===== config.mk =====
export PLATFORM = sky130hd
export DESIGN_NAME = split_bitrev_agen
export DESIGN_NICKNAME = d
export VERILOG_FILES = /design/src/rtl/agen_pkg.sv /design/src/rtl/agen_size_clamp.sv /design/src/rtl/agen_seq_ctrl.sv /design/src/rtl/agen_bitrev.sv /design/src/rtl/split_bitrev_agen.sv
export SDC_FILE = /design/constraint.sdc
export NUM_CORES = 1
export LEC_CHECK = 0
export ABC_AREA = 0
export BUFFER_PORTS_ARGS = -buffer_cell sky130_fd_sc_hd__buf_2
export CORE_MARGIN = 2
export CORE_UTILIZATION = 34
export CTS_CLUSTER_SIZE = 25
export DETAILED_ROUTE_END_ITERATION = 12
export SYNTH_ARGS = -nofsm -noshare
export SYNTH_HDL_FRONTEND = slang
export SYNTH_SLANG_ARGS = --single-unit

===== constraint.sdc =====
create_clock -name clk_i -period 3.2 [get_ports clk_i]
set_input_delay 0.64 -clock clk_i [delete_from_list [all_inputs] [get_ports clk_i]]
set_output_delay 0.64 -clock clk_i [all_outputs]
set_load 0.01 [all_outputs]

===== src/rtl/agen_pkg.sv =====
package agen_pkg;
  localparam int unsigned LG_MIN_D = 6;
  localparam int unsigned LG_MAX_D = 14;
  localparam int unsigned LG_W_D   = 4;

  typedef enum logic {OP_UNLOAD = 1'b0, OP_LOAD = 1'b1} op_e;
endpackage


===== src/rtl/agen_size_clamp.sv =====
module agen_size_clamp #(
  parameter int unsigned LG_W   = 4,
  parameter int unsigned LG_MIN = 6,
  parameter int unsigned LG_MAX = 14
) (
  input  logic [LG_W-1:0] lg_i,
  output logic [LG_W-1:0] lg_o
);
  localparam logic [LG_W-1:0] LO = LG_W'(LG_MIN);
  localparam logic [LG_W-1:0] HI = LG_W'(LG_MAX);

  always_comb begin
    if (lg_i < LO)      lg_o = LO;
    else if (lg_i > HI) lg_o = HI;
    else                lg_o = lg_i;
  end
endmodule


===== src/rtl/agen_seq_ctrl.sv =====
module agen_seq_ctrl
  import agen_pkg::*;
#(
  parameter int unsigned LG_W = 4,
  parameter int unsigned CW   = 14
) (
  input  logic            clk_i,
  input  logic            rst_ni,
  input  logic            load_start_i,
  input  logic            unload_start_i,
  input  logic [LG_W-1:0] lg_i,
  output logic            active_o,
  output op_e             op_o,
  output logic [LG_W-1:0] lg_o,
  output logic [CW-1:0]   cnt_o,
  output logic            last_o
);
  logic            active_q;
  op_e             op_q;
  logic [LG_W-1:0] lg_q;
  logic [CW-1:0]   cnt_q;
  logic [CW:0]     span;
  logic            end_hit;

  assign span    = (CW+1)'(1) << lg_q;
  assign end_hit = ({1'b0, cnt_q} == (span - 1'b1));

  always_ff @(posedge clk_i or negedge rst_ni) begin
    if (!rst_ni) begin
      active_q <= 1'b0;
      op_q     <= OP_UNLOAD;
      lg_q     <= '0;
      cnt_q    <= '0;
    end else if (!active_q) begin
      if (load_start_i || unload_start_i) begin
        active_q <= 1'b1;
        op_q     <= load_start_i ? OP_LOAD : OP_UNLOAD;  // load wins a tie
        lg_q     <= lg_i;
        cnt_q    <= '0;
      end
    end else if (end_hit) begin
      active_q <= 1'b0;
    end else begin
      cnt_q <= cnt_q + 1'b1;
    end
  end

  assign active_o = active_q;
  assign op_o     = op_q;
  assign lg_o     = lg_q;
  assign cnt_o    = cnt_q;
  assign last_o   = active_q && end_hit;
endmodule


===== src/rtl/agen_bitrev.sv =====
module agen_bitrev #(
  parameter int unsigned LG_W   = 4,
  parameter int unsigned LG_MIN = 6,
  parameter int unsigned LG_MAX = 14,
  localparam int unsigned CW    = LG_MAX,
  localparam int unsigned AW    = LG_MAX - 1,
  localparam int unsigned NV    = LG_MAX - LG_MIN + 1
) (
  input  logic [CW-1:0]   cnt_i,
  input  logic [LG_W-1:0] lg_i,
  output logic            bank_o,
  output logic [AW-1:0]   addr_o
);
  logic [AW-1:0]   cand [NV];
  logic [LG_W-1:0] sel;

  // one reversal network per supported size; upper bits tied low
  for (genvar g = 0; g < NV; g++) begin : g_size
    for (genvar b = 0; b < AW; b++) begin : g_bit
      if (b < LG_MIN + g - 1) begin : g_rev
        assign cand[g][b] = cnt_i[LG_MIN + g - 2 - b];
      end else begin : g_zero
        assign cand[g][b] = 1'b0;
      end
    end
  end

  assign sel    = lg_i - LG_W'(LG_MIN);
  assign addr_o = cand[sel];
  assign bank_o = cnt_i[lg_i - LG_W'(1)];
endmodule


===== src/rtl/split_bitrev_agen.sv =====
module split_bitrev_agen
  import agen_pkg::*;
#(
  parameter int unsigned LG_W   = LG_W_D,
  parameter int unsigned LG_MIN = LG_MIN_D,
  parameter int unsigned LG_MAX = LG_MAX_D,
  localparam int unsigned CW    = LG_MAX,
  localparam int unsigned AW    = LG_MAX - 1
) (
  input  logic            clk_i,
  input  logic            rst_ni,
  input  logic            load_start_i,
  input  logic            unload_start_i,
  input  logic [LG_W-1:0] log2n_i,
  output logic            valid_o,
  output logic            load_o,
  output logic            bank_o,
  output logic [AW-1:0]   addr_o,
  output logic            last_o
);
  logic [LG_W-1:0] lg_clamped;
  logic [LG_W-1:0] lg_run;
  logic [CW-1:0]   cnt;
  op_e             op;

  agen_size_clamp #(.LG_W(LG_W), .LG_MIN(LG_MIN), .LG_MAX(LG_MAX)) u_clamp (
    .lg_i (log2n_i),
    .lg_o (lg_clamped)
  );

  agen_seq_ctrl #(.LG_W(LG_W), .CW(CW)) u_ctrl (
    .clk_i          (clk_i),
    .rst_ni         (rst_ni),
    .load_start_i   (load_start_i),
    .unload_start_i (unload_start_i),
    .lg_i           (lg_clamped),
    .active_o       (valid_o),
    .op_o           (op),
    .lg_o           (lg_run),
    .cnt_o          (cnt),
    .last_o         (last_o)
  );

  agen_bitrev #(.LG_W(LG_W), .LG_MIN(LG_MIN), .LG_MAX(LG_MAX)) u_rev (
    .cnt_i  (cnt),
    .lg_i   (lg_run),
    .bank_o (bank_o),
    .addr_o (addr_o)
  );

  assign load_o = (op == OP_LOAD);
endmodule


== After elaboration in Yosys (flattened, before gate mapping) ==
Cells that the tools add are included.

* Register bits: 20
* Output and inout port bits: 17
* Word-level logic and storage cells: 36
* Bits of input ports: 8

* Multiplexer cells: 14
* Order comparisons: 4
* Reduce and logical (&&, ||, !) cells: 5
* Shift-type cells: 1
* Equal/unequal tests: 2
* $add $sub $neg: 4
* Bitwise gates (word level): 2

{| class="wikitable"
|+ Operator list
! kind !! count
|-
| $bmux W13 S4 || 1
|-
| $mux W14 || 3
|-
| $mux W13 || 2
|-
| $eq A14 B15 Y1 || 1
|-
| $shl A1 B4 Y15 const A || 1
|-
| $sub A15 B1 Y15 const B || 1
|-
| $add A14 B1 Y14 const B || 1
|-
| $mux W4 || 2
|-
| $ge A5 B5 Y1 const B || 1
|-
| $lt A4 B5 Y1 const B || 1
|-
| $mux W1 || 5
|-
| $not A4 Y5 || 1
|-
| $bmux W1 S4 || 1
|-
| $gt A4 B4 Y1 const B || 1
|-
| $lt A4 B3 Y1 const B || 1
|-
| $reduce_and A2 Y1 || 2
|-
| $sub A4 B1 Y4 const B || 1
|-
| $sub A4 B3 Y4 const B || 1
|-
| $ne A2 B2 Y1 const B || 1
|-
| $reduce_bool A2 Y1 || 1
|-
| $logic_and A1 B1 Y1 || 1
|-
| $logic_or A1 B1 Y1 || 1
|-
| $not A1 Y1 || 1
|}

== Logic depth before layout (Yosys ltp) ==
Gate-level depths: netlist of the first run.

* Depth in word-level cells: 5
* Mapped depth: 16
* Depth with buffers taken out: 12

== Modules after synthesis ==
A second synthesis of the first run with hierarchy kept.

* Cells, all modules: 278
* Area total of the unflattened synthesis: 2479.9 um2

{| class="wikitable"
|+ By module, submodules not included
! module !! area an instance (um2) !! cells each !! seq. area each (um2) !! times used
|-
| agen_seq_ctrl || 1692.9 || 187 || 500.5 || 1
|-
| agen_bitrev || 747.0 || 84 || 0.0 || 1
|-
| agen_size_clamp || 40.0 || 7 || 0.0 || 1
|}

== Worst setup path before layout of the first run ==
No wires, ideal clock.

* Kind: reg-to-output
* Start point: reg u_ctrl.lg_q[0], in the netlist u_ctrl.lg_o[0]
* End point: out last_o
* Stages on the path, launching flop included: 14
* Path buffers: 2
* Arrival time: 2.816 ns
* Slack: -0.256 ns
* Required time: 2.560 ns
* Cells stage by stage: dfrtp_1 inv_1 ha_1 buf_4 nand2_1 ha_1 clkbuf_1 nor4b_1 a31oi_1 o21a_1 a22oi_1 o2111ai_2 nor2_1 and2_1

* Word-level cells in the longest chain between the ends: 4

{| class="wikitable"
|+ Ends and longest elaborated chain
! what !! RTL line !! text
|-
| start, declared || agen_seq_ctrl.sv:20 || <nowiki>logic [LG_W-1:0] lg_q;</nowiki>
|-
| start signal, assigned || agen_seq_ctrl.sv:38 || <nowiki>lg_q <= lg_i;</nowiki>
|-
| $shl A1 B4 Y15 || agen_seq_ctrl.sv:25 || <nowiki>assign span = (CW+1)'(1) << lg_q;</nowiki>
|-
| $sub A15 B1 Y15 || agen_seq_ctrl.sv:26 || <nowiki>assign end_hit = ({1'b0, cnt_q} == (span - 1'b1));</nowiki>
|-
| $eq A14 B15 Y1 || agen_seq_ctrl.sv:26 ||
|-
| $logic_and A1 B1 Y1 || agen_seq_ctrl.sv:52 || <nowiki>assign last_o = active_q && end_hit;</nowiki>
|-
| end, declared || split_bitrev_agen.sv:19 || <nowiki>output logic last_o</nowiki>
|}

Every way passes these cells.

== Final worst setup path of the first run ==
* Start point: reg u_ctrl.lg_q[1], in the netlist u_ctrl.lg_o[1]
* End point: out last_o

The elaborated chain is that of the path after synthesis.

==> flow_metrics.env, run 1 <==
export IMPL_min_period_ns=3.40
export IMPL_grt_first_pass_wirelength_mm=11.7
export IMPL_ir_drop_mv=0.435
export IMPL_cp_arrival_ns=2.76
export IMPL_powerDensity_mw_per_mm2=581
export IMPL_setup_violations=1
export IMPL_clk_path_buf_depth=2
export IMPL_syn2layout_area_growth_pct=23.1
export IMPL_placed_cells=423
export IMPL_hp_class="primary input to async pin"
export IMPL_grt_max_degree=24
export IMPL_synth_edf_count=0
export IMPL_pre_cts_ws_ns=0.0255
export IMPL_die_x_um=88.1
export IMPL_drv_slew=0
export IMPL_worst_pin_slew_ns=0.618
export IMPL_hold_viol_final=0
export IMPL_drtIter0Drc=254
export IMPL_crit_path_start_kind="register"
export IMPL_vias=2441
export IMPL_cts_root_buf="clkbuf_8"
export IMPL_cts_hold_buffers=0
export IMPL_std_cell_rows=30
export IMPL_worstSetupEndpointType="output port"
export IMPL_maxCapViolCount=0
export IMPL_drt_first_pass_iters=5
export IMPL_fin_crit_sh=1.06
export IMPL_status="finished, violations left"
export IMPL_syn_area_mm2=0.00240
export IMPL_die_area_mm2=0.00775
export IMPL_nFillCells=689
export IMPL_cts_buffers=3
export IMPL_final_layout_size_suffix_gt1_frac=0.300
export IMPL_violations="negative setup slack"
export IMPL_synth_warnings=0
export IMPL_antenna_found_initial=0
export IMPL_relSlewSlack=0.585
export IMPL_htreeDepth=1
export IMPL_final_cells=436
export IMPL_total_power_mw=1.72
export IMPL_start_util=0.352
export IMPL_synth_avg_cell_area_um2=7.85
export IMPL_yosys_top_cells_area="dfrtp_1, nand2_1, ha_1"
export IMPL_max_clock_freq_mhz=294
export IMPL_cp_max_fo=7
export IMPL_yosysMostFrequentCell="nand2_1"
export IMPL_io_pins=25
export IMPL_routed_wl_mm=7.09
export IMPL_async_reset_ff_frac=1.00
export IMPL_fin_skew_ns=0.00134
export IMPL_remaining_drc_errors=0
export IMPL_synth_top_cell_area_share=0.208
export IMPL_dp_hpwl_mm=5.05
export IMPL_yosys_register_bits=20
export IMPL_seq_area_frac_synth=0.208
export IMPL_worstSetupPathType="register to output port"
export IMPL_gp_congestion=0.910
export IMPL_grt_pass1_vias=2285
export IMPL_synth_top_cell_by_area="dfrtp_1"
export IMPL_synth_nets=324
export IMPL_core_area_mm2=0.00683
export IMPL_grt_total_usage=0.193
export IMPL_nets=359
export IMPL_multiInputGateArea_mm2=0.00180
export IMPL_grt_overflow=0
export IMPL_io_buffers=24
export IMPL_clock_latency_ns=0.26
export IMPL_routed_via_density=5.60
export IMPL_ys_flop_type="dfrtp_1"
export IMPL_clk_pin_slew_worst_paths_ns=0.07
export IMPL_rsz0062_at_grt="yes"
export IMPL_synthCells=306
export IMPL_cts_tree="built"
export IMPL_cts_sinks=20
export IMPL_setup_slack_ns=-0.200
export IMPL_ff_latch_area_um2=503
export IMPL_ys_types=63
export IMPL_cp_required_ns=2.56
export IMPL_synth_common_cells="nand2_1, dfrtp_1, nor2_1"
export IMPL_drtAntennaViolNets=0
export IMPL_die_height_um=88.1
export IMPL_wl_per_cell_um=16.3
export IMPL_leakagePower_nw=1.23
export IMPL_antenna_cells=0
==> area by class of cell <==
type,count,area share
clock buffers,4,0.0152
multi-input cells,244,0.609
repair buffers,62,0.151
well taps,96,0.0406
inverters,10,0.0144
flip-flops and latches,20,0.170
==> cells in the final DEF (no fill, tap or decap), drive strengths merged, types with 4 or more instances in the layout <==
| master | count |
|---|---|
| mux2i | 11 |
| nor4 | 5 |
| nand3 | 10 |
| mux4 | 5 |
| o31ai | 7 |
| buf | 62 |
| or3 | 5 |
| nor2 | 20 |
| o211ai | 7 |
| clkbuf | 4 |
| or2 | 4 |
| a21boi | 4 |
| xor2 | 11 |
| dfrtp | 20 |
| a21oi | 14 |
| inv | 10 |
| ha | 10 |
| nand2 | 40 |
| o21ai | 24 |
| xnor2 | 6 |
| and2 | 5 |
| mux2 | 5 |
==> timing repair <==
item	CTS	global route
gates cloned	0	0
endpoints found under the setup margin	1	3
buffers inserted	10	0
pin swaps	9	3
resized for setup	22	1
==> power breakdown <==
| group | switching [mW] | total [mW] | internal, mW | leakage (nW) |
|---|---|---|---|---|
| Sequential | 0.176 | 0.494 | 0.319 | 0.229 |
| Clock | 0.0875 | 0.176 | 0.0889 | 0.0228 |
| Combinational | 0.553 | 1.05 | 0.496 | 0.981 |
==> worst paths after layout <==
path                                            start                     endpoint  slack, ns  depth (start not counted)
max                        u_ctrl.lg_o[1]$_DFFE_PN0P_                       last_o      -0.20                         13
min                                            rst_ni  u_ctrl.cnt_o[7]$_DFFE_PN0P_       0.31                          1
max reg2reg                u_ctrl.lg_o[0]$_DFFE_PN0P_  u_ctrl.cnt_o[8]$_DFFE_PN0P_       0.19                         14
min reg2reg                   u_ctrl.op_o$_DFFE_PN0P_      u_ctrl.op_o$_DFFE_PN0P_       0.54                          1
max in group asynchronous                      rst_ni   u_ctrl.lg_o[1]$_DFFE_PN0P_       2.55                          1
min in group clk_i            u_ctrl.op_o$_DFFE_PN0P_      u_ctrl.op_o$_DFFE_PN0P_       0.54                          1
==> critical path, stage by stage, from the launching register on <==
cell       delay [ns]
dfrtp_2          0.43
inv_4            0.08
ha_2             0.19
nand2_1          0.09
ha_4             0.20
inv_1            0.14
buf_4            0.14
a211oi_1         0.04
a311oi_1         0.35
xor2_1           0.22
o2111ai_2        0.19
nor2_2           0.18
and2_4           0.16
buf_6            0.09
==> per-stage QoR <==
| stage | hold WS, ns | utilization | TNS, ns | area (um2) |
|---|---|---|---|---|
| 4_1_cts | 0.334 | 0.432 | -0.137 | 2950 |
| 3_3_place_gp | 0.489 | 0.399 | 0 | 2730 |
| 5_1_grt | 0.350 | 0.433 | -0.337 | 2960 |
| 2_1_floorplan | 0.344 | - | 0 | 2420 |
| 6_report | 0.311 | 0.433 | -0.200 | 2960 |
| 3_5_place_dp | 0.529 | 0.399 | 0 | 2730 |
==> cell families (layout without fill, tap and decap cells) <==
family,count (synthesis),in the layout,share of synthesized area
compound gates,86,86,0.246
xor+xnor,17,17,0.0620
fa+ha+maj,10,10,0.0521
mux,21,21,0.116
buf+inv,42,76,0.0833
flops,20,20,0.208
simple gates,110,110,0.232
==> metal layers <==
layer / GRT usage / routed length, um
met5: 0 / 0
met4: 0.0647 / 170
met3: 0.0245 / 434
met2: 0.326 / 3460
met1: 0.256 / 3030
==> state kept, by name (all words and copies together), names as in the netlist <==
name             flops
u_ctrl.cnt_o        14
u_ctrl.lg_o          4
u_ctrl.active_o      1
u_ctrl.op_o          1
(Power assumes the default switching activity.)
==> inputs of run 2 (changes only) <==
- ABC_CLOCK_PERIOD_IN_PS: not set -> 4300
- clock period: 3.2 -> 4.3 ns (I/O delays scaled with it)
==> flow_metrics.env, run 2 (synthesized netlist as in run 1, its figures left out) <==
export IMPL_clk_pin_slew_worst_paths_ns=0.07
export IMPL_std_cell_rows=30
export IMPL_rr_startpoint="u_ctrl.lg_o[0]$_DFFE_PN0P_"
export IMPL_crit_path_start_kind="register"
export IMPL_worst_r2r_path_depth=14
export IMPL_drv_slew=0
export IMPL_maxCapViolCount=0
export IMPL_remaining_drc_errors=0
export IMPL_min_period_ns=4.02
export IMPL_rsz0062_at_grt="no"
export IMPL_io_pins=25
export IMPL_cts_hold_buffers=0
export IMPL_setup_slack_ns=0.282
export IMPL_swShare=0.487
export IMPL_totalNegativeSetupSlack_ns=0
export IMPL_die_x_um=88.1
export IMPL_clkPwrFrac=0.105
export IMPL_max_clock_freq_mhz=249
export IMPL_routed_wl_mm=6.64
export IMPL_p_seq_frac=0.328
export IMPL_cp_arrival_ns=3.16
export IMPL_clk_path_buf_depth=2
export IMPL_grt_overflow=0
export IMPL_start_util=0.352
export IMPL_grt_first_pass_wirelength_mm=11.1
export IMPL_cp_endpoint="last_o"
export IMPL_syn2layout_area_growth_pct=8.91
export IMPL_worst_pin_slew_ns=0.614
export IMPL_cts_root_buf="clkbuf_8"
export IMPL_drtIter0Drc=185
export IMPL_hold_viol_final=0
export IMPL_grt_max_degree=22
export IMPL_relSlewSlack=0.588
export IMPL_pre_cts_ws_ns=0.424
export IMPL_rrSetupSlack_ns=0.86
export IMPL_r2r_end="u_ctrl.cnt_o[10]$_DFFE_PN0P_"
export IMPL_htreeDepth=1
export IMPL_gp_congestion=0.877
export IMPL_status="completed"
export IMPL_drt_first_pass_iters=4
export IMPL_cp_max_fo=7
export IMPL_ir_drop_mv=0.229
export IMPL_clock_latency_ns=0.26
export IMPL_setup_violations=0
export IMPL_cts_buffers=3
export IMPL_vias=2319
export IMPL_cts_tree="built"
export IMPL_total_power_mw=1.18
export IMPL_die_height_um=88.1
export IMPL_dp_hpwl_mm=4.86
export IMPL_cts_sinks=20
export IMPL_layout_common_cells="nand2_1, buf_2, dfrtp_1, nor2_1, o21ai_0"
export IMPL_nets=333
export IMPL_worstSetupPathType="register to output port"
export IMPL_crit_start="u_ctrl.lg_o[0]$_DFFE_PN0P_"
export IMPL_p_sw_uw=574
export IMPL_final_layout_size_suffix_gt1_frac=0.192
export IMPL_hp_class="register to register"
export IMPL_antenna_cells=0
export IMPL_grt_pass1_vias=2217
export IMPL_drtAntennaViolNets=0
export IMPL_worstSetupEndpointType="output port"
export IMPL_hold_start="u_ctrl.op_o$_DFFE_PN0P_"
export IMPL_powerDensity_mw_per_mm2=450
export IMPL_utilization=0.383
export IMPL_routed_via_density=5.67
export IMPL_pwr_share_comb=0.567
export IMPL_leakagePower_nw=1.08
export IMPL_wl_per_cell_um=16.2
export IMPL_fin_skew_ns=0.00338
export IMPL_final_common_cell="nand2_1"
export IMPL_p_int_uw=605
export IMPL_antenna_found_initial=0
export IMPL_cp_required_ns=3.44
export IMPL_core_area_mm2=0.00683
export IMPL_fin_crit_sh=0.934
export IMPL_io_buffers=24
export IMPL_largest_reg_flops=14
export IMPL_nFillCells=727
export IMPL_grt_total_usage=0.178
export IMPL_die_area_mm2=0.00775
-- run 2: worst max-delay path: stages, from the launching register on --
cell	delay, ns
dfrtp_1	0.39
inv_1	0.22
ha_1	0.21
nand2_1	0.07
ha_1	0.29
buf_4	0.20
xor2_1	0.15
a32oi_1	0.20
xnor2_1	0.09
a221oi_1	0.30
nand4_1	0.23
nor2_2	0.27
and2_1	0.15
buf_2	0.12
-- run 2: routing by layer --
layer  track usage  vias up  share of wire
met5             0        -              0
met1         0.245     1117           0.45
met4        0.0647        0          0.017
met2         0.291       65           0.49
li1              -     1124              -
met3        0.0170       13          0.041
-- run 2: what timing repair did --
item,in CTS,in global routing
gates resized for setup,0,2
endpoints found under the setup margin,0,1
buffers inserted,0,0
-- run 2: power groups by stage --
stage / clock network (mW) / registers, mW / logic, mW
2_1_floorplan: 0 / 0.265 / 0.591
3_3_place_gp: 0 / 0.393 / 0.659
3_5_place_dp: 0 / 0.391 / 0.666
4_1_cts: 0.127 / 0.387 / 0.668
5_1_grt: 0.134 / 0.401 / 0.747
6_report: 0.123 / 0.387 / 0.668
-- run 2: final cells by class --
cell class / count / area, um2 / share of cell area
Timing Repair Buffer: 36 / 210 / 0.0803
Multi-Input combinational cell: 244 / 1710 / 0.652
Sequential cell: 20 / 500 / 0.191
Inverter: 10 / 37.5 / 0.0143
Clock buffer: 3 / 41.3 / 0.0158
Tap cell: 96 / 120 / 0.0459
-- run 2: how the worst min path moves through the flow --
stage	endpoint	slack (ns)	cells after the start
2_1_floorplan	u_ctrl.cnt_o[13]$_DFFE_PN0P_	0.54	2
3_3_place_gp	u_ctrl.op_o$_DFFE_PN0P_	0.49	1
6_report	u_ctrl.op_o$_DFFE_PN0P_	0.51	1
4_1_cts	u_ctrl.op_o$_DFFE_PN0P_	0.52	1
3_5_place_dp	u_ctrl.op_o$_DFFE_PN0P_	0.50	1
5_1_grt	u_ctrl.op_o$_DFFE_PN0P_	0.53	1
-- run 2: stage by stage --
| stage | std cells | hold slack, ns | area (um2) |
|---|---|---|---|
| 4_1_cts | 409 | 0.516 | 2610 |
| 3_5_place_dp | 406 | 0.497 | 2570 |
| 6_report | 409 | 0.515 | 2620 |
| 3_3_place_gp | 406 | 0.490 | 2570 |
| 5_1_grt | 409 | 0.534 | 2620 |
| 2_1_floorplan | 306 | 0.541 | 2400 |
==> inputs of run 3 (changes only) <==
- CELL_PAD_IN_SITES_DETAIL_PLACEMENT: not set -> 0
- CELL_PAD_IN_SITES_GLOBAL_PLACEMENT: not set -> 1
- PLACE_DENSITY_LB_ADDON: not set -> 0.1
==> flow_metrics.env, run 3 (synthesized netlist as in run 1, its figures left out) <==
export IMPL_drt_first_pass_iters=4
export IMPL_drtAntennaViolNets=0
export IMPL_die_x_um=88.1
export IMPL_die_area_mm2=0.00775
export IMPL_cts_tree="built"
export IMPL_routed_wl_mm=7.21
export IMPL_grt_first_pass_wirelength_mm=11.6
export IMPL_layout_common_cells="nand2_1, buf_2, nor2_1, o21ai_0, dfrtp_1"
export IMPL_ir_drop_mv=0.210
export IMPL_clk_pin_slew_worst_paths_ns=0.08
export IMPL_cp_max_fo=13
export IMPL_rr_startpoint="u_ctrl.lg_o[0]$_DFFE_PN0P_"
export IMPL_cts_buffers=3
export IMPL_nets=334
export IMPL_cp_arrival_ns=3.10
export IMPL_leakagePower_nw=1.09
export IMPL_syn2layout_area_growth_pct=9.64
export IMPL_clk_path_buf_depth=2
export IMPL_setup_violations=0
export IMPL_grt_overflow=0
export IMPL_status="completed"
export IMPL_relSlewSlack=0.620
export IMPL_hold_start="u_ctrl.op_o$_DFFE_PN0P_"
export IMPL_start_util=0.352
export IMPL_rsz0062_at_grt="no"
export IMPL_die_height_um=88.1
export IMPL_antenna_found_initial=0
export IMPL_io_pins=25
export IMPL_multiInputGateArea_mm2=0.00170
export IMPL_std_cell_rows=30
export IMPL_grt_pass1_vias=2156
export IMPL_drv_slew=0
export IMPL_totalNegativeSetupSlack_ns=0
export IMPL_antenna_cells=0
export IMPL_core_area_mm2=0.00683
export IMPL_place_area_mm2=0.00258
export IMPL_wl_per_cell_um=17.5
export IMPL_powerDensity_mw_per_mm2=460
export IMPL_hold_viol_final=0
export IMPL_io_buffers=24
export IMPL_htreeDepth=1
export IMPL_fin_skew_ns=0.00304
export IMPL_maxCapViolCount=0
export IMPL_fin_crit_sh=0.921
export IMPL_hp_class="register to register"
export IMPL_largest_reg_flops=14
export IMPL_remaining_drc_errors=0
export IMPL_dp_hpwl_mm=5.18
export IMPL_worstSetupPathType="register to output port"
export IMPL_drtIter0Drc=147
export IMPL_final_common_cell="nand2_1"
export IMPL_clock_latency_ns=0.26
export IMPL_cts_root_buf="clkbuf_8"
export IMPL_nFillCells=727
export IMPL_grt_max_degree=22
export IMPL_cts_sinks=20
export IMPL_gp_congestion=0.866
export IMPL_vias=2284
export IMPL_min_period_ns=3.96
export IMPL_final_layout_size_suffix_gt1_frac=0.194
export IMPL_crit_start="u_ctrl.lg_o[0]$_DFFE_PN0P_"
export IMPL_setup_slack_ns=0.338
export IMPL_grt_total_usage=0.194
export IMPL_worst_pin_slew_ns=0.570
export IMPL_fin_area_mm2=0.00263
export IMPL_worstSetupEndpointType="output port"
export IMPL_max_clock_freq_mhz=252
export IMPL_cp_required_ns=3.44
export IMPL_ff_latch_area_um2=502
export IMPL_routed_via_density=5.56
export IMPL_crit_path_start_kind="register"
export IMPL_pre_cts_ws_ns=0.524
-- run 3: changes by cell type in the layout (fill, tap and decap cells not counted), sizes merged --
cell / change
clkbuf: +1
buf: +1
-- run 3: final timing paths --
| path | slack [ns] | cells past startpoint | end |
|---|---|---|---|
| setup / recovery | 0.34 | 11 | last_o |
| hold / removal | 0.51 | 1 | u_ctrl.op_o$_DFFE_PN0P_ |
| setup reg to reg | 0.84 | 12 | u_ctrl.cnt_o[2]$_DFFE_PN0P_ |
| hold reg to reg | 0.51 | 1 | u_ctrl.op_o$_DFFE_PN0P_ |
| max in group asynchronous | 3.40 | 1 | u_ctrl.lg_o[0]$_DFFE_PN0P_ |
| min in group asynchronous | 0.55 | 1 | u_ctrl.op_o$_DFFE_PN0P_ |
-- run 3: routing by layer --
layer / GRT usage / vias to the layer above / part of all wire
met5: 0 / - / 0
met4: 0.0386 / 0 / 0.0026
met3: 0.0151 / 4 / 0.050
met2: 0.315 / 64 / 0.47
met1: 0.285 / 1087 / 0.48
li1: - / 1129 / -
-- run 3: through the flow --
stage | instances | hold WS [ns] | utilization | total power [mW]
after global routing | 411 | 0.535 | 0.386 | 1.31
after floorplan | 306 | 0.541 | - | 0.856
after global placement | 407 | 0.491 | 0.377 | 1.08
after CTS | 411 | 0.514 | 0.385 | 1.22
final | 411 | 0.505 | 0.386 | 1.21
after detailed placement | 407 | 0.495 | 0.377 | 1.07
-- run 3: report_power, final --
group	internal [mW]	total, mW	switching [mW]	leakage (nW)
logic	0.304	0.662	0.358	0.834
clock network	0.0816	0.149	0.0671	0.0288
registers	0.236	0.401	0.165	0.230
-- run 3: layout make-up --
class                      count  area share
clock buffer                   4      0.0209
timing repair buffer          37      0.0827
multi-input combinational    244       0.646
inverter                      10      0.0143
tap                           96      0.0456
sequential                    20       0.190
-- run 3: timing repair --
| item | in CTS | in global routing |
|---|---|---|
| buffers inserted | 0 | 0 |
| gates resized for setup | 0 | 1 |
| hold buffers | 0 | 0 |
| endpoints found under the setup margin | 0 | 1 |
-- run 3: worst max-delay path, cell delays in order (launching register included) --
cell	delay (ns)
dfrtp_2	0.47
inv_1	0.08
buf_4	0.17
ha_1	0.37
or3_1	0.52
a21o_1	0.22
a21oi_1	0.17
xor2_1	0.16
nand4_1	0.21
nor2_1	0.20
and2_1	0.14
buf_2	0.12
